File: src/rtl/pwb_pkg.sv
package pwb_pkg;
  localparam int CMD_W = 4;
  localparam logic [CMD_W-1:0] CMD_IO_RD  = 4'h2;
  localparam logic [CMD_W-1:0] CMD_MEM_RD = 4'h6;
  localparam logic [CMD_W-1:0] CMD_MEM_WR = 4'h7;
  localparam logic [CMD_W-1:0] CMD_CFG_RD = 4'hA;

  typedef enum logic [1:0] {SRC_T0 = 2'd0, SRC_T1 = 2'd1, SRC_HOST = 2'd2} src_e;
  typedef enum logic [1:0] {RSP_NONE = 2'd0, RSP_DONE = 2'd1, RSP_RETRY = 2'd2, RSP_HOLD = 2'd3} rsp_e;
endpackage

File: src/rtl/pwb_classify.sv
module pwb_classify
  import pwb_pkg::*;
(
  input  logic [1:0]       src_i,
  input  logic [CMD_W-1:0] cmd_i,
  input  logic             lock_i,
  output logic             is_bar_o,
  output logic             lk_bar_o,
  output logic             is_host_o
);
  logic is_read;
  always_comb begin
    is_read   = ~cmd_i[0];
    is_host_o = (src_i == SRC_HOST);
    lk_bar_o  = lock_i && is_read && (src_i == SRC_T0);
    is_bar_o  = (cmd_i == CMD_CFG_RD) || lk_bar_o || (is_host_o && cmd_i == CMD_IO_RD);
  end
endmodule

File: src/rtl/pwb_owner.sv
module pwb_owner
  import pwb_pkg::*;
#(
  parameter int AW = 32
) (
  input  logic             clk,
  input  logic             rst,
  input  logic             claim_i,
  input  logic             claim_lk_i,
  input  logic             release_i,
  input  logic             lock_end_i,
  input  logic [1:0]       src_i,
  input  logic [AW-1:0]    addr_i,
  input  logic [CMD_W-1:0] cmd_i,
  output logic             own_vld_o,
  output logic             own_lk_o,
  output logic             match_o
);
  logic [1:0]       own_src;
  logic [AW-1:0]    own_addr;
  logic [CMD_W-1:0] own_cmd;

  always_ff @(posedge clk) begin
    if (rst) begin
      own_vld_o <= 1'b0;
      own_lk_o  <= 1'b0;
      own_src   <= '0;
      own_addr  <= '0;
      own_cmd   <= '0;
    end else if (lock_end_i && own_lk_o) begin
      own_vld_o <= 1'b0;
      own_lk_o  <= 1'b0;
    end else if (release_i) begin
      own_vld_o <= 1'b0;
    end else if (claim_i) begin
      own_vld_o <= 1'b1;
      own_lk_o  <= claim_lk_i;
      own_src   <= src_i;
      own_addr  <= addr_i;
      own_cmd   <= cmd_i;
    end
  end

  assign match_o = own_vld_o && (own_src == src_i) && (own_addr == addr_i) && (own_cmd == cmd_i);

  a_r6_lock_owned: assert property (@(posedge clk) disable iff (rst) own_lk_o |-> own_vld_o);
  a_r11_unlock: assert property (@(posedge clk) disable iff (rst)
    (lock_end_i && own_lk_o) |=> (!own_lk_o && !own_vld_o));
endmodule

File: src/rtl/pwb_decide.sv
module pwb_decide
  import pwb_pkg::*;
(
  input  logic       vld_i,
  input  logic       pend_i,
  input  logic       tick_i,
  input  logic       reg_i,
  input  logic       is_bar_i,
  input  logic       lk_bar_i,
  input  logic       is_host_i,
  input  logic       holder_i,
  input  logic       own_vld_i,
  input  logic       own_lk_i,
  input  logic       match_i,
  output logic [1:0] code_o,
  output logic       claim_o,
  output logic       release_o
);
  logic [1:0] reject;
  logic [1:0] wait_code;
  always_comb begin
    reject    = is_host_i ? RSP_HOLD : RSP_RETRY;
    wait_code = (is_host_i || !tick_i) ? RSP_HOLD : RSP_RETRY;
    code_o    = RSP_DONE;
    claim_o   = 1'b0;
    release_o = 1'b0;
    if (!is_bar_i && !reg_i) begin
      code_o = RSP_DONE;
    end else if (own_lk_i && !holder_i) begin
      code_o = reject;
    end else if (!is_bar_i && !holder_i) begin
      code_o = RSP_DONE;
    end else if (own_vld_i && !match_i && !holder_i) begin
      code_o = reject;
    end else begin
      claim_o = vld_i && !own_vld_i && (pend_i || lk_bar_i);
      if (pend_i) begin
        code_o = wait_code;
      end else begin
        code_o    = RSP_DONE;
        release_o = vld_i && own_vld_i && !own_lk_i;
      end
    end
  end
endmodule

File: src/rtl/pwb_barrier.sv
module pwb_barrier
  import pwb_pkg::*;
#(
  parameter int AW = 32
) (
  input  logic             clk,
  input  logic             rst,
  input  logic             pend_i,
  input  logic             tick_i,
  input  logic             lock_end_i,
  input  logic             req_vld_i,
  input  logic [1:0]       req_src_i,
  input  logic [AW-1:0]    req_addr_i,
  input  logic [CMD_W-1:0] req_cmd_i,
  input  logic             req_reg_i,
  input  logic             req_lock_i,
  output logic             rsp_vld_o,
  output logic [1:0]       rsp_code_o
);
  logic is_bar, lk_bar, is_host;
  logic own_vld, own_lk, match, holder;
  logic claim, release_own;
  logic [1:0] code;

  pwb_classify u_cls (
    .src_i(req_src_i), .cmd_i(req_cmd_i), .lock_i(req_lock_i),
    .is_bar_o(is_bar), .lk_bar_o(lk_bar), .is_host_o(is_host)
  );

  assign holder = own_lk && lk_bar;

  pwb_decide u_dec (
    .vld_i(req_vld_i), .pend_i(pend_i), .tick_i(tick_i), .reg_i(req_reg_i),
    .is_bar_i(is_bar), .lk_bar_i(lk_bar), .is_host_i(is_host), .holder_i(holder),
    .own_vld_i(own_vld), .own_lk_i(own_lk), .match_i(match),
    .code_o(code), .claim_o(claim), .release_o(release_own)
  );

  pwb_owner #(.AW(AW)) u_own (
    .clk(clk), .rst(rst), .claim_i(claim), .claim_lk_i(lk_bar),
    .release_i(release_own), .lock_end_i(lock_end_i),
    .src_i(req_src_i), .addr_i(req_addr_i), .cmd_i(req_cmd_i),
    .own_vld_o(own_vld), .own_lk_o(own_lk), .match_o(match)
  );

  always_ff @(posedge clk) begin
    if (rst) begin
      rsp_vld_o  <= 1'b0;
      rsp_code_o <= RSP_NONE;
    end else begin
      rsp_vld_o  <= req_vld_i;
      rsp_code_o <= req_vld_i ? code : RSP_NONE;
    end
  end

  a_r9_resp_follows: assert property (@(posedge clk) disable iff (rst) req_vld_i |=> rsp_vld_o);
  a_r9_no_spurious: assert property (@(posedge clk) disable iff (rst) !req_vld_i |=> !rsp_vld_o);
  a_r8_host_no_retry: assert property (@(posedge clk) disable iff (rst)
    (req_vld_i && req_src_i == SRC_HOST) |=> rsp_code_o != RSP_RETRY);
  a_r1_write_pass: assert property (@(posedge clk) disable iff (rst)
    (req_vld_i && !req_reg_i && req_cmd_i == CMD_MEM_WR) |=> rsp_code_o == RSP_DONE);
  a_r2_free_done: assert property (@(posedge clk) disable iff (rst)
    (req_vld_i && !pend_i && !own_vld) |=> rsp_code_o == RSP_DONE);
endmodule

File: config.mk
export PLATFORM = sky130hd
export DESIGN_NAME = pwb_barrier
export DESIGN_NICKNAME = d
export VERILOG_FILES = /design/src/rtl/pwb_pkg.sv /design/src/rtl/pwb_classify.sv /design/src/rtl/pwb_owner.sv /design/src/rtl/pwb_decide.sv /design/src/rtl/pwb_barrier.sv
export SDC_FILE = /design/constraint.sdc
export NUM_CORES = 1
export LEC_CHECK = 0
export BUFFER_PORTS_ARGS = -buffer_cell sky130_fd_sc_hd__buf_2
export CAP_MARGIN = 20
export CORE_UTILIZATION = 56
export CTS_BUF_LIST = sky130_fd_sc_hd__clkbuf_2 sky130_fd_sc_hd__clkbuf_4 sky130_fd_sc_hd__clkbuf_8
export CTS_CLUSTER_SIZE = 25
export DETAILED_ROUTE_END_ITERATION = 10
export GPL_ROUTABILITY_DRIVEN = 0
export GPL_TIMING_DRIVEN = 0
export HOLD_SLACK_MARGIN = 0.12
export PLACE_DENSITY = 0.79
export SLEW_MARGIN = 15
export SYNTH_ARGS = -nofsm -noshare
export SYNTH_HDL_FRONTEND = slang
export SYNTH_HIERARCHICAL = 1
export SYNTH_SLANG_ARGS = --single-unit
File: constraint.sdc
create_clock -name clk -period 2.74 [get_ports clk]
set_input_delay 0.411 -clock clk [delete_from_list [all_inputs] [get_ports clk]]
set_output_delay 0.411 -clock clk [all_outputs]
set_load 0.02 [all_outputs]
### Word level (Yosys, flattened, before mapping)

Cells that the tools add are included.

| operators by class | value |
|---|---|
| bitwise logic cells | 4 |
| eq/ne operators | 6 |
| multiplexer cells | 16 |
| reductions and logical operators | 35 |

Operator list:

| operator | count |
|---|---|
| == test 32 bit | 1 |
| logical AND 1 bit | 17 |
| 2-to-1 mux 1 bit | 12 |
| 2-to-1 mux 2 bit | 4 |
| zero test 1 bit | 7 |
| OR reduction 3 bit | 2 |
| == test 4 x 2 -> 1 bit (second input constant) | 1 |
| == test 4 bit | 1 |
| == test 4 bit (second input constant) | 1 |
| logical OR 1 bit | 4 |
| inverter 1 bit | 4 |
| OR reduction 2 bit | 2 |
| AND reduction 3 bit | 1 |
| == test 2 bit | 1 |
| == test 2 bit (second input constant) | 1 |
| zero test 2 bit | 1 |
| AND reduction 2 bit | 1 |

| word-level totals | value |
|---|---|
| input bits | 46 |
| output and inout port bits | 3 |
| word-level logic and storage cells | 69 |
| register bits after elaboration | 43 |

### Logic depth before layout (Yosys ltp)

Gate-level depths: netlist (run 1).

| logic depth | value |
|---|---|
| depth in word-level cells | 13 |
| gate-level depth with buffers | 13 |
| depth with buffers taken out | 11 |

### By module

The synthesis (run 1) kept the hierarchy.

Modules (own cells, without submodules):

| module | times used | area each (um^2) | seq. area each (um^2) | cells an instance |
|---|---|---|---|---|
| pwb_owner | 1 | 1905.6 | 800.8 | 226 |
| pwb_barrier | 1 | 95.1 | 60.1 | 7 |
| pwb_decide | 1 | 92.6 | 0.0 | 16 |
| pwb_classify | 1 | 47.5 | 0.0 | 5 |

### Least setup slack after synthesis (run 1)

OpenSTA, ideal clock, no wires.

| path | value |
|---|---|
| path type | input -> register |
| start | input req_addr_i[8] |
| end | register u_own.own_addr[10] |
| setup slack | 0.233 ns |
| path buffers | 2 |
| cell stages on the path | 13 |
| required time | 2.597 ns |
| arrival | 2.363 ns |
| library setup time | 0.143 ns |
| cell sequence | xor2_1 nor4_1 nand4_1 nor4_2 nand2b_1 a21oi_1 nor4_1 nor2b_4 nand2_1 buf_4 buf_2 nand2_1 a21oi_2 |

| on the way | value |
|---|---|
| elaborated cells on any way between the ends | 16 |
| classes of those cells | eq/ne (1); mux (8); bitwise (1); reduce/logical (6) |

RTL lines:

| item | line | RTL |
|---|---|---|
| start, declared | pwb_barrier.sv:13 | `input logic [AW-1:0] req_addr_i,` |
| == test 32 bit | pwb_owner.sv:44 | `assign match_o = own_vld_o && (own_src == src_i) && (own_addr == addr_i) && (own_cmd == cmd_i);` |
| logical AND 1 bit (2 in a row) | pwb_owner.sv:44 |  |
| named net match | pwb_barrier.sv:21 | `logic own_vld, own_lk, match, holder;` |
| zero test 1 bit | pwb_decide.sv:33 | `end else if (own_vld_i && !match_i && !holder_i) begin` |
| logical AND 1 bit (2 in a row) | pwb_decide.sv:33 |  |
| 2-to-1 mux 1 bit | pwb_decide.sv:33 |  |
| 2-to-1 mux 1 bit | pwb_decide.sv:31 | `end else if (!is_bar_i && !holder_i) begin` |
| 2-to-1 mux 1 bit | pwb_decide.sv:29 | `end else if (own_lk_i && !holder_i) begin` |
| 2-to-1 mux 1 bit | pwb_decide.sv:27 | `if (!is_bar_i && !reg_i) begin` |
| named net claim | pwb_barrier.sv:22 | `logic claim, release_own;` |
| AND reduction 3 bit (no source line) | -- |  |
| end signal, assigned | pwb_owner.sv:39 | `own_addr <= addr_i;` |
| end, declared | pwb_owner.sv:20 | `logic [AW-1:0] own_addr;` |

The timed path passes the listed nets, and every way through them passes these cells.
A chain may end at the register's enable or synchronous reset.

### Worst setup path after layout (run 1)

| path | value |
|---|---|
| start | register u_own.own_addr[10] |
| end | register u_own.own_addr[16] |

| on the way | value |
|---|---|
| elaborated cells on any way between the ends | 16 |
| classes of those cells | eq/ne (1); mux (8); bitwise (1); reduce/logical (6) |

RTL lines:

| item | line |
|---|---|
| == test 32 bit | pwb_owner.sv:44 |
| logical AND 1 bit (2 in a row) | pwb_owner.sv:44 |
| named net match | pwb_barrier.sv:21 |
| zero test 1 bit | pwb_decide.sv:33 |
| logical AND 1 bit (2 in a row) | pwb_decide.sv:33 |
| 2-to-1 mux 1 bit | pwb_decide.sv:33 |
| 2-to-1 mux 1 bit | pwb_decide.sv:31 |
| 2-to-1 mux 1 bit | pwb_decide.sv:29 |
| 2-to-1 mux 1 bit | pwb_decide.sv:27 |
| named net claim | pwb_barrier.sv:22 |
| AND reduction 3 bit (no source line) | -- |

The timed path passes the listed nets, and every way through them passes these cells.

==> results of run 1 <==
## cells by family (layout without fill, tap and decap cells)
kind of cell           Yosys count  after routing  synth area share
flip-flops                      43             43             0.402
buffers and inverters           15             73            0.0409
AO/OA/AOI/OAI                   46             46             0.132
AND/OR/NAND/NOR                111            111             0.265
XOR/XNOR                        38             38             0.155
multiplexers                     1              1           0.00468
## stage by stage
stage               cell area (µm²)  hold slack, ns  setup WS (ns)
floorplan                      2140           0.448          0.233
global placement               2440           0.453         -0.258
detailed placement             2440           0.459         -0.304
CTS                            2550           0.354        0.00786
global route                   2580           0.353        -0.0900
finish                         2580           0.358         0.0847
## cell usage after synthesis
| master | count |
|---|---|
| a21o_1 | 1 |
| a21oi_1 | 29 |
| a21oi_2 | 10 |
| a221o_1 | 1 |
| a22oi_1 | 1 |
| and2_1 | 1 |
| and2_4 | 1 |
| and2b_2 | 1 |
| and3b_2 | 2 |
| and4b_1 | 1 |
| buf_2 | 4 |
| buf_4 | 1 |
| buf_6 | 3 |
| clkbuf_1 | 4 |
| dfxtp_1 | 43 |
| inv_1 | 3 |
| mux2i_1 | 1 |
| nand2_1 | 69 |
| nand2_2 | 10 |
| nand2b_1 | 3 |
| nand4_1 | 4 |
| nor2_1 | 5 |
| nor2b_1 | 1 |
| nor2b_4 | 1 |
| nor3_1 | 2 |
| nor4_1 | 6 |
| nor4_2 | 3 |
| nor4b_4 | 1 |
| o211ai_1 | 1 |
| o21a_1 | 1 |
| o21ai_0 | 2 |
| xnor2_1 | 7 |
| xor2_1 | 31 |
## per-layer routing
layer | GRT usage | wire [µm] | share of wire | vias to the layer above
met2 | 0.400 | 2250 | 0.49 | 40
met4 | 0.0597 | 34 | 0.0074 | 0
li1 | - | - | - | 946
met3 | 0.0679 | 205 | 0.044 | 4
met1 | 0.307 | 2120 | 0.46 | 825
met5 | 0 | 0 | 0 | -
## worst max-delay path by stage
stage | start | end | slack [ns] | cells after the start
6_report | u_own/own_addr[10] | u_own/own_addr[16] | 0.08 | 13
5_1_grt | u_own/own_addr[10] | u_own/own_addr[10] | -0.09 | 13
4_1_cts | u_own/own_cmd[0] | u_own/own_addr[16] | 0.008 | 13
3_5_place_dp | req_cmd_i[0] | u_own/own_addr[16] | -0.30 | 14
3_3_place_gp | req_cmd_i[0] | u_own/own_addr[13] | -0.26 | 14
2_1_floorplan | req_addr_i[8] | u_own/own_addr[10] | 0.23 | 13
## flip-flops by register name, indices dropped and copies added, names as in the netlist
| register | count |
|---|---|
| rsp_code_o | 2 |
| rsp_vld_o | 1 |
| u_own/own_addr | 32 |
| u_own/own_cmd | 4 |
| u_own/own_lk_o | 1 |
| u_own/own_src | 2 |
| u_own/own_vld_o | 1 |
## what timing repair did
action,CTS,global route
hold buffers,0,0
setup endpoints to repair,20,31
resized for setup,1,10
pin swaps,1,3
buffers inserted,1,1
## report_power, final
| part | switching, mW | internal (mW) |
|---|---|---|
| sequential | 0.00685 | 0.636 |
| combinational | 0.0808 | 0.0646 |
| clock | 0.224 | 0.206 |
| total | 0.312 | 0.906 |
## worst min-delay path, delay by kind of cell
kind                   cells  cell delay [ns]
buffers and inverters      1             0.11
and+or+nand+nor            1             0.05
AOI/OAI and AO/OA          1             0.05
## cell usage in the layout (no fill, tap or decap), types with 4 or more instances in the layout
cell / count
nor4_2: 4
xor2_1: 31
nand2_1: 69
a21oi_1: 29
a21oi_2: 10
nor2_1: 5
buf_6: 4
buf_2: 50
nand4_1: 4
clkbuf_8: 6
nor4_1: 5
nand2_2: 10
dfxtp_1: 43
xnor2_1: 7
## cell type report
class | instances | share of cell area
Timing Repair Buffer | 50 | 0.0989
Multi-Input combinational cell | 196 | 0.465
Inverter | 3 | 0.00436
Clock buffer | 6 | 0.0320
Buffer | 12 | 0.0364
Tap cell | 48 | 0.0233
Sequential cell | 43 | 0.334
Clock inverter | 2 | 0.00630
==> metrics.csv, run 1 <==
stage,metric,value,unit
status,status,"finished, final reports clean",
sta,slew margin rel.,0.514,
sta,Slew @ Worst Pin,0.729,ns
clocking,CTS Buffer Depth,2,
setup_path,reg2reg setup slack,0.08,ns
setup_path,Crit path buffers/inverters,2,
hold_path,hold path depth,3,
finish,diode count,0,
setup_path,worst-path maximum fanout,10,
floorplanning,io pins,49,
setup_path,Worst EP arrival,2.88,ns
floorplanning,FP Rows,22,
clocking,CTS buffer count,5,
power,worst vdd rail ir drop,0.283,mV
grt,grt total ovfl,0,
setup_path,r2r startpoint,u_own/own_addr[10],
grt,vias in the first global route,1720,
synthesis,post-synthesis cell type count,33,
clocking,CTS tree,built,
setup_path,Worst Setup Start Kind,flop,
finish,share of layout cells above drive strength 1,0.314,
setup_path,WS Path Type,reg2reg,
routing,Routed Antenna Nets,0,
synthesis,average footprint of a synthesized cell,8.43,µm²
grt,antenna violations before repair,0,
finish,final cell count without fillers,360,
sta,final clock skew,0.00615,ns
setup_path,CP Capture Type,flop,
clocking,Worst-Skew Late Latency,0.30,ns
synthesis,mapped cell area,0.00214,mm²
setup_path,Crit-path slowest cell,dfxtp_1,
routing,final WL,4.61,mm
setup_path,RR Endpoint,u_own/own_addr[16],
grt,first-pass GRT wire length,7.57,mm
setup_path,critical path's largest stage delay,0.33,ns
finish,final core occ,0.705,
finish,layout net count,357,
job,max_cap viols,0,
floorplanning,chip width,63.8,µm
sta,min Tclk post-route,2.66,ns
hold_path,Hold EP,u_own/own_addr[7],
finish,Area Growth Syn to Fin,20.5,%
setup_path,crit-path cells,xor2_1 > nor4_2 > nand4_1 > nor4_2 > nand2b_1 > a21oi_1 > nor4_2 > nor2b_4 > and2_4 > buf_6 > buf_8 > nand2_2 > a21oi_2,
power,leakage,1.05,nW
routing,Vias/cell,5.04,
setup_path,Worst Reg-to-Reg Cells,13,
sta,setup violators final,0,
setup_path,CP dominant cell by count,nor4_2,
place,Cells after DPL,350,
sta,Hold Fails Final Rpt,0,
sta,Tcrit/Tclk final,0.969,
sta,Setup TNS,0,ns
clocking,CTS Sinks,43,
floorplanning,Die Area,0.00407,mm²
place,Port Buf Inserts,48,
floorplanning,Initial Util,0.585,
routing,first-pass iteration count of the detailed router,4,
place,hpwl dp,3.38,mm
routing,DR DRC count,0,
grt,GRT Util Overall,0.241,
floorplanning,CORE AREA,0.00366,mm²
routing,Routed wire per std cell,12.8,µm
finish,Reg area,861,µm²
synthesis,post-synth net total,300,
hold_path,worst hold start,req_addr_i[7],
routing,Vias,1815,
setup_path,Worst EP required,2.97,ns
synthesis,Synth area leaders,"dfxtp_1, xor2_1, nand2_1",
sta,Slew Limit Fails,0,
clocking,Clock transition at path regs,0.08,ns
synthesis,register bit total from synthesis,43,
synthesis,"area leader, netlist",dfxtp_1,
routing,Starting DRT DRC Count,69,
synthesis,Post-Synthesis Cells,254,
clocking,CTS H-tree depth,2,
hold_path,Hold Crit Class,in2reg,
synthesis,YS warnings,6,
finish,fill count,316,
power,power per cell area,472,mW/mm²
sta,Fmax,0.377,GHz
floorplanning,die height,63.8,µm
power,"Power, Total",1.22,mW
synthesis,share of the synthesized area in the top cell type,0.402,
synthesis,post-synthesis sequential area ratio,0.402,
finish,area occupied by multi-input gates,0.00120,mm²
grt,largest net degree at the start of global routing,15,
setup_path,"CP delay by family, top",simple AND/OR/NAND/NOR gates,
clocking,clk root buf,clkbuf_8,
No activity file was read; power rests on OpenSTA's default activity.
==> run 2: changes to the inputs <==
==> constraint.sdc (replaced) <==
create_clock -name clk -period 2.74 [get_ports clk]
set_input_delay 0.137 -clock clk [delete_from_list [all_inputs] [get_ports clk]]
set_output_delay 0.137 -clock clk [all_outputs]
set_load 0.02 [all_outputs]
==> run 2 against run 1 <==
Effect of this change:
- final cell count up 10%
- first-iteration DRC count up 83%
- critical endpoint is now u_own/own_addr[26]
- clock skew up 0.00053 ns
- critical path depth up 1
- design area up 15%
- hold slack worse by 0.23 ns
- register-to-register slack worse by 0.03 ns
- sequential power about the same
==> metrics.csv, run 2 (same netlist as run 1, synthesis figures left out) <==
stage,metric,value,unit,change
power,leakage,1.20,nW,+15%
floorplanning,CORE AREA,0.00366,mm²,unchanged
finish,max FFs per register,32,,unchanged
place,hpwl dp,3.38,mm,unchanged
setup_path,critical path's largest stage delay,0.54,ns,+0.21 ns
setup_path,crit-path cells,dlygate4sd3_1 > buf_2 > xor2_1 > nor4_1 > nand4_1 > nor4_2 > nand2b_1 > a21oi_1 > nor4_2 > nor2b_4 > and2_4 > clkbuf_4 > nand2_1 > a21oi_2,,
setup_path,Worst EP required,2.97,ns,about the same
place,Cells after DPL,350,,unchanged
floorplanning,chip width,63.8,µm,unchanged
routing,final WL,5.47,mm,+18%
clocking,CTS tree,built,,
sta,Slew Limit Fails,0,,unchanged
finish,final cell count without fillers,396,,+10%
floorplanning,FP Rows,22,,unchanged
clocking,CTS buffer count,5,,unchanged
sta,Hold Fails Final Rpt,0,,unchanged
finish,"most common cell after layout, fill and taps aside",nand2_1,,
sta,min Tclk post-route,2.74,ns,+0.0846 ns
setup_path,WS Path Type,in2reg,,
grt,first-pass GRT wire length,8.80,mm,+16%
routing,Routed wire per std cell,13.8,µm,+7.7%
floorplanning,Die Area,0.00407,mm²,unchanged
setup_path,Worst Reg-to-Reg Cells,12,,-1
routing,Starting DRT DRC Count,126,,+83%
floorplanning,Initial Util,0.585,,unchanged
place,Port Buf Inserts,48,,unchanged
grt,largest net degree at the start of global routing,15,,unchanged
setup_path,RR Endpoint,u_own/own_addr[26],,
power,power per cell area,428,mW/mm²,-9.3%
finish,most frequent cells in the layout,"nand2_1, buf_2, dfxtp_1",,
setup_path,Worst EP arrival,2.97,ns,+0.09 ns
routing,Vias/cell,5.15,,+2.2%
clocking,clk root buf,clkbuf_8,,
finish,Largest regs,"u_own/own_addr: 32 flops, u_own/own_cmd: 4 flops",,
sta,slew margin rel.,0.477,,-0.0371
place,placed inst area,0.00244,mm²,unchanged
sta,final clock skew,0.00669,ns,+0.000534 ns
finish,Reg area,861,µm²,unchanged
clocking,Clock transition at path regs,0.09,ns,about the same
finish,area occupied by multi-input gates,0.00120,mm²,+0.31%
sta,Fmax,0.365,GHz,-3.1%
hold_path,Hold Crit Class,in2reg,,
clocking,Worst-Skew Late Latency,0.30,ns,about the same
power,worst vdd rail ir drop,0.299,mV,+5.5%
finish,Area Growth Syn to Fin,38.6,%,
grt,vias in the first global route,1988,,+16%
finish,post-route cell area,0.00297,mm²,+15%
routing,DR DRC count,0,,unchanged
grt,antenna violations before repair,0,,unchanged
clocking,CTS Buffer Depth,2,,unchanged
setup_path,CP dominant cell by count,nor4_2,,
routing,Routed Antenna Nets,0,,unchanged
place,pre-CTS setup slack,-0.0583,ns,+0.246 ns
hold_path,worst hold start,req_src_i[1],,
clocking,CTS H-tree depth,2,,unchanged
finish,most flop-heavy register,u_own/own_addr,,
setup_path,CP Capture Type,flop,,
sta,setup violators final,0,,unchanged
finish,fill count,254,,-20%
finish,layout net count,393,,+10%
sta,Tcrit/Tclk final,1.00,,+0.0309
job,max_cap viols,0,,unchanged
setup_path,Worst Setup Start Kind,primary input,,
finish,diode count,0,,unchanged
routing,Vias,2041,,+12%
grt,GRT Util Overall,0.279,,+0.0380
setup_path,Crit-path slowest cell,dlygate4sd3_1,,
setup_path,reg2reg setup slack,0.05,ns,-0.03 ns
floorplanning,die height,63.8,µm,unchanged
clocking,CTS Sinks,43,,unchanged
grt,grt total ovfl,0,,unchanged
hold_path,Hold EP,u_own/own_src[1],,
sta,fin worst setup slack,0.000112,ns,-0.0846 ns
sta,Slew @ Worst Pin,0.785,ns,+0.0556 ns
setup_path,r2r startpoint,u_own/own_cmd[0],,
routing,first-pass iteration count of the detailed router,4,,unchanged
hold_path,hold path depth,3,,unchanged
status,status,"finished, final reports clean",,
floorplanning,io pins,49,,unchanged
finish,share of layout cells above drive strength 1,0.284,,-0.0296
setup_path,worst-path maximum fanout,10,,unchanged
[run 2: power by group]
group / switching [mW] / total (mW) / internal [mW]
clock: 0.230 / 0.436 / 0.206
combinational: 0.0917 / 0.192 / 0.0999
sequential: 0.00706 / 0.643 / 0.636
[run 2: worst max-delay path by stage]
stage	start	cells after the start	to
4_1_cts	req_addr_i[24]	15	u_own/own_addr[16]
5_1_grt	req_addr_i[20]	15	u_own/own_addr[10]
3_3_place_gp	u_own/own_cmd[0]	13	u_own/own_addr[13]
6_report	req_addr_i[31]	14	u_own/own_addr[26]
3_5_place_dp	u_own/own_cmd[0]	13	u_own/own_addr[16]
2_1_floorplan	u_own/own_addr[1]	13	u_own/own_addr[10]
[run 2: critical path: cells and delay by family]
| family | cells | cell delay (ns) |
|---|---|---|
| and+or+nand+nor | 8 | 1.54 |
| buffers and inverters | 3 | 0.88 |
| AOI/OAI and AO/OA | 2 | 0.28 |
| xor gates and xnor gates | 1 | 0.13 |
[run 2: timing repair]
item / 4_1_cts / 5_1_grt
setup buffers: 1 / 1
hold buffers: 36 / 0
pin swaps: 1 / 2
gates resized for setup: 1 / 17
setup endpoints to repair: 20 / 34
endpoints found under the hold margin: 36 / 0
[run 2: stage by stage]
| stage | util | setup TNS (ns) | hold WS, ns | power, mW |
|---|---|---|---|---|
| 5_1_grt | 0.811 | -0.00634 | 0.148 | 1.31 |
| 4_1_cts | 0.796 | 0 | 0.125 | 1.26 |
| 2_1_floorplan | - | 0 | 0.264 | 0.729 |
| 6_report | 0.811 | 0 | 0.125 | 1.27 |
| 3_3_place_gp | 0.667 | -0.0543 | 0.394 | 0.796 |
| 3_5_place_dp | 0.667 | -0.752 | 0.401 | 0.799 |
[run 2: layout make-up]
type	count	area share
Multi-Input combinational cell	196	0.406
Tap cell	48	0.0202
Sequential cell	43	0.290
Inverter	3	0.00379
Timing Repair Buffer	86	0.207
Buffer	12	0.0396
Clock buffer	6	0.0278
Clock inverter	2	0.00548
[run 2: metal layers]
layer | part of all wire | GRT usage
met5 | 0 | 0
met4 | 0.016 | 0.0767
met3 | 0.050 | 0.0679
met2 | 0.50 | 0.479
met1 | 0.44 | 0.346
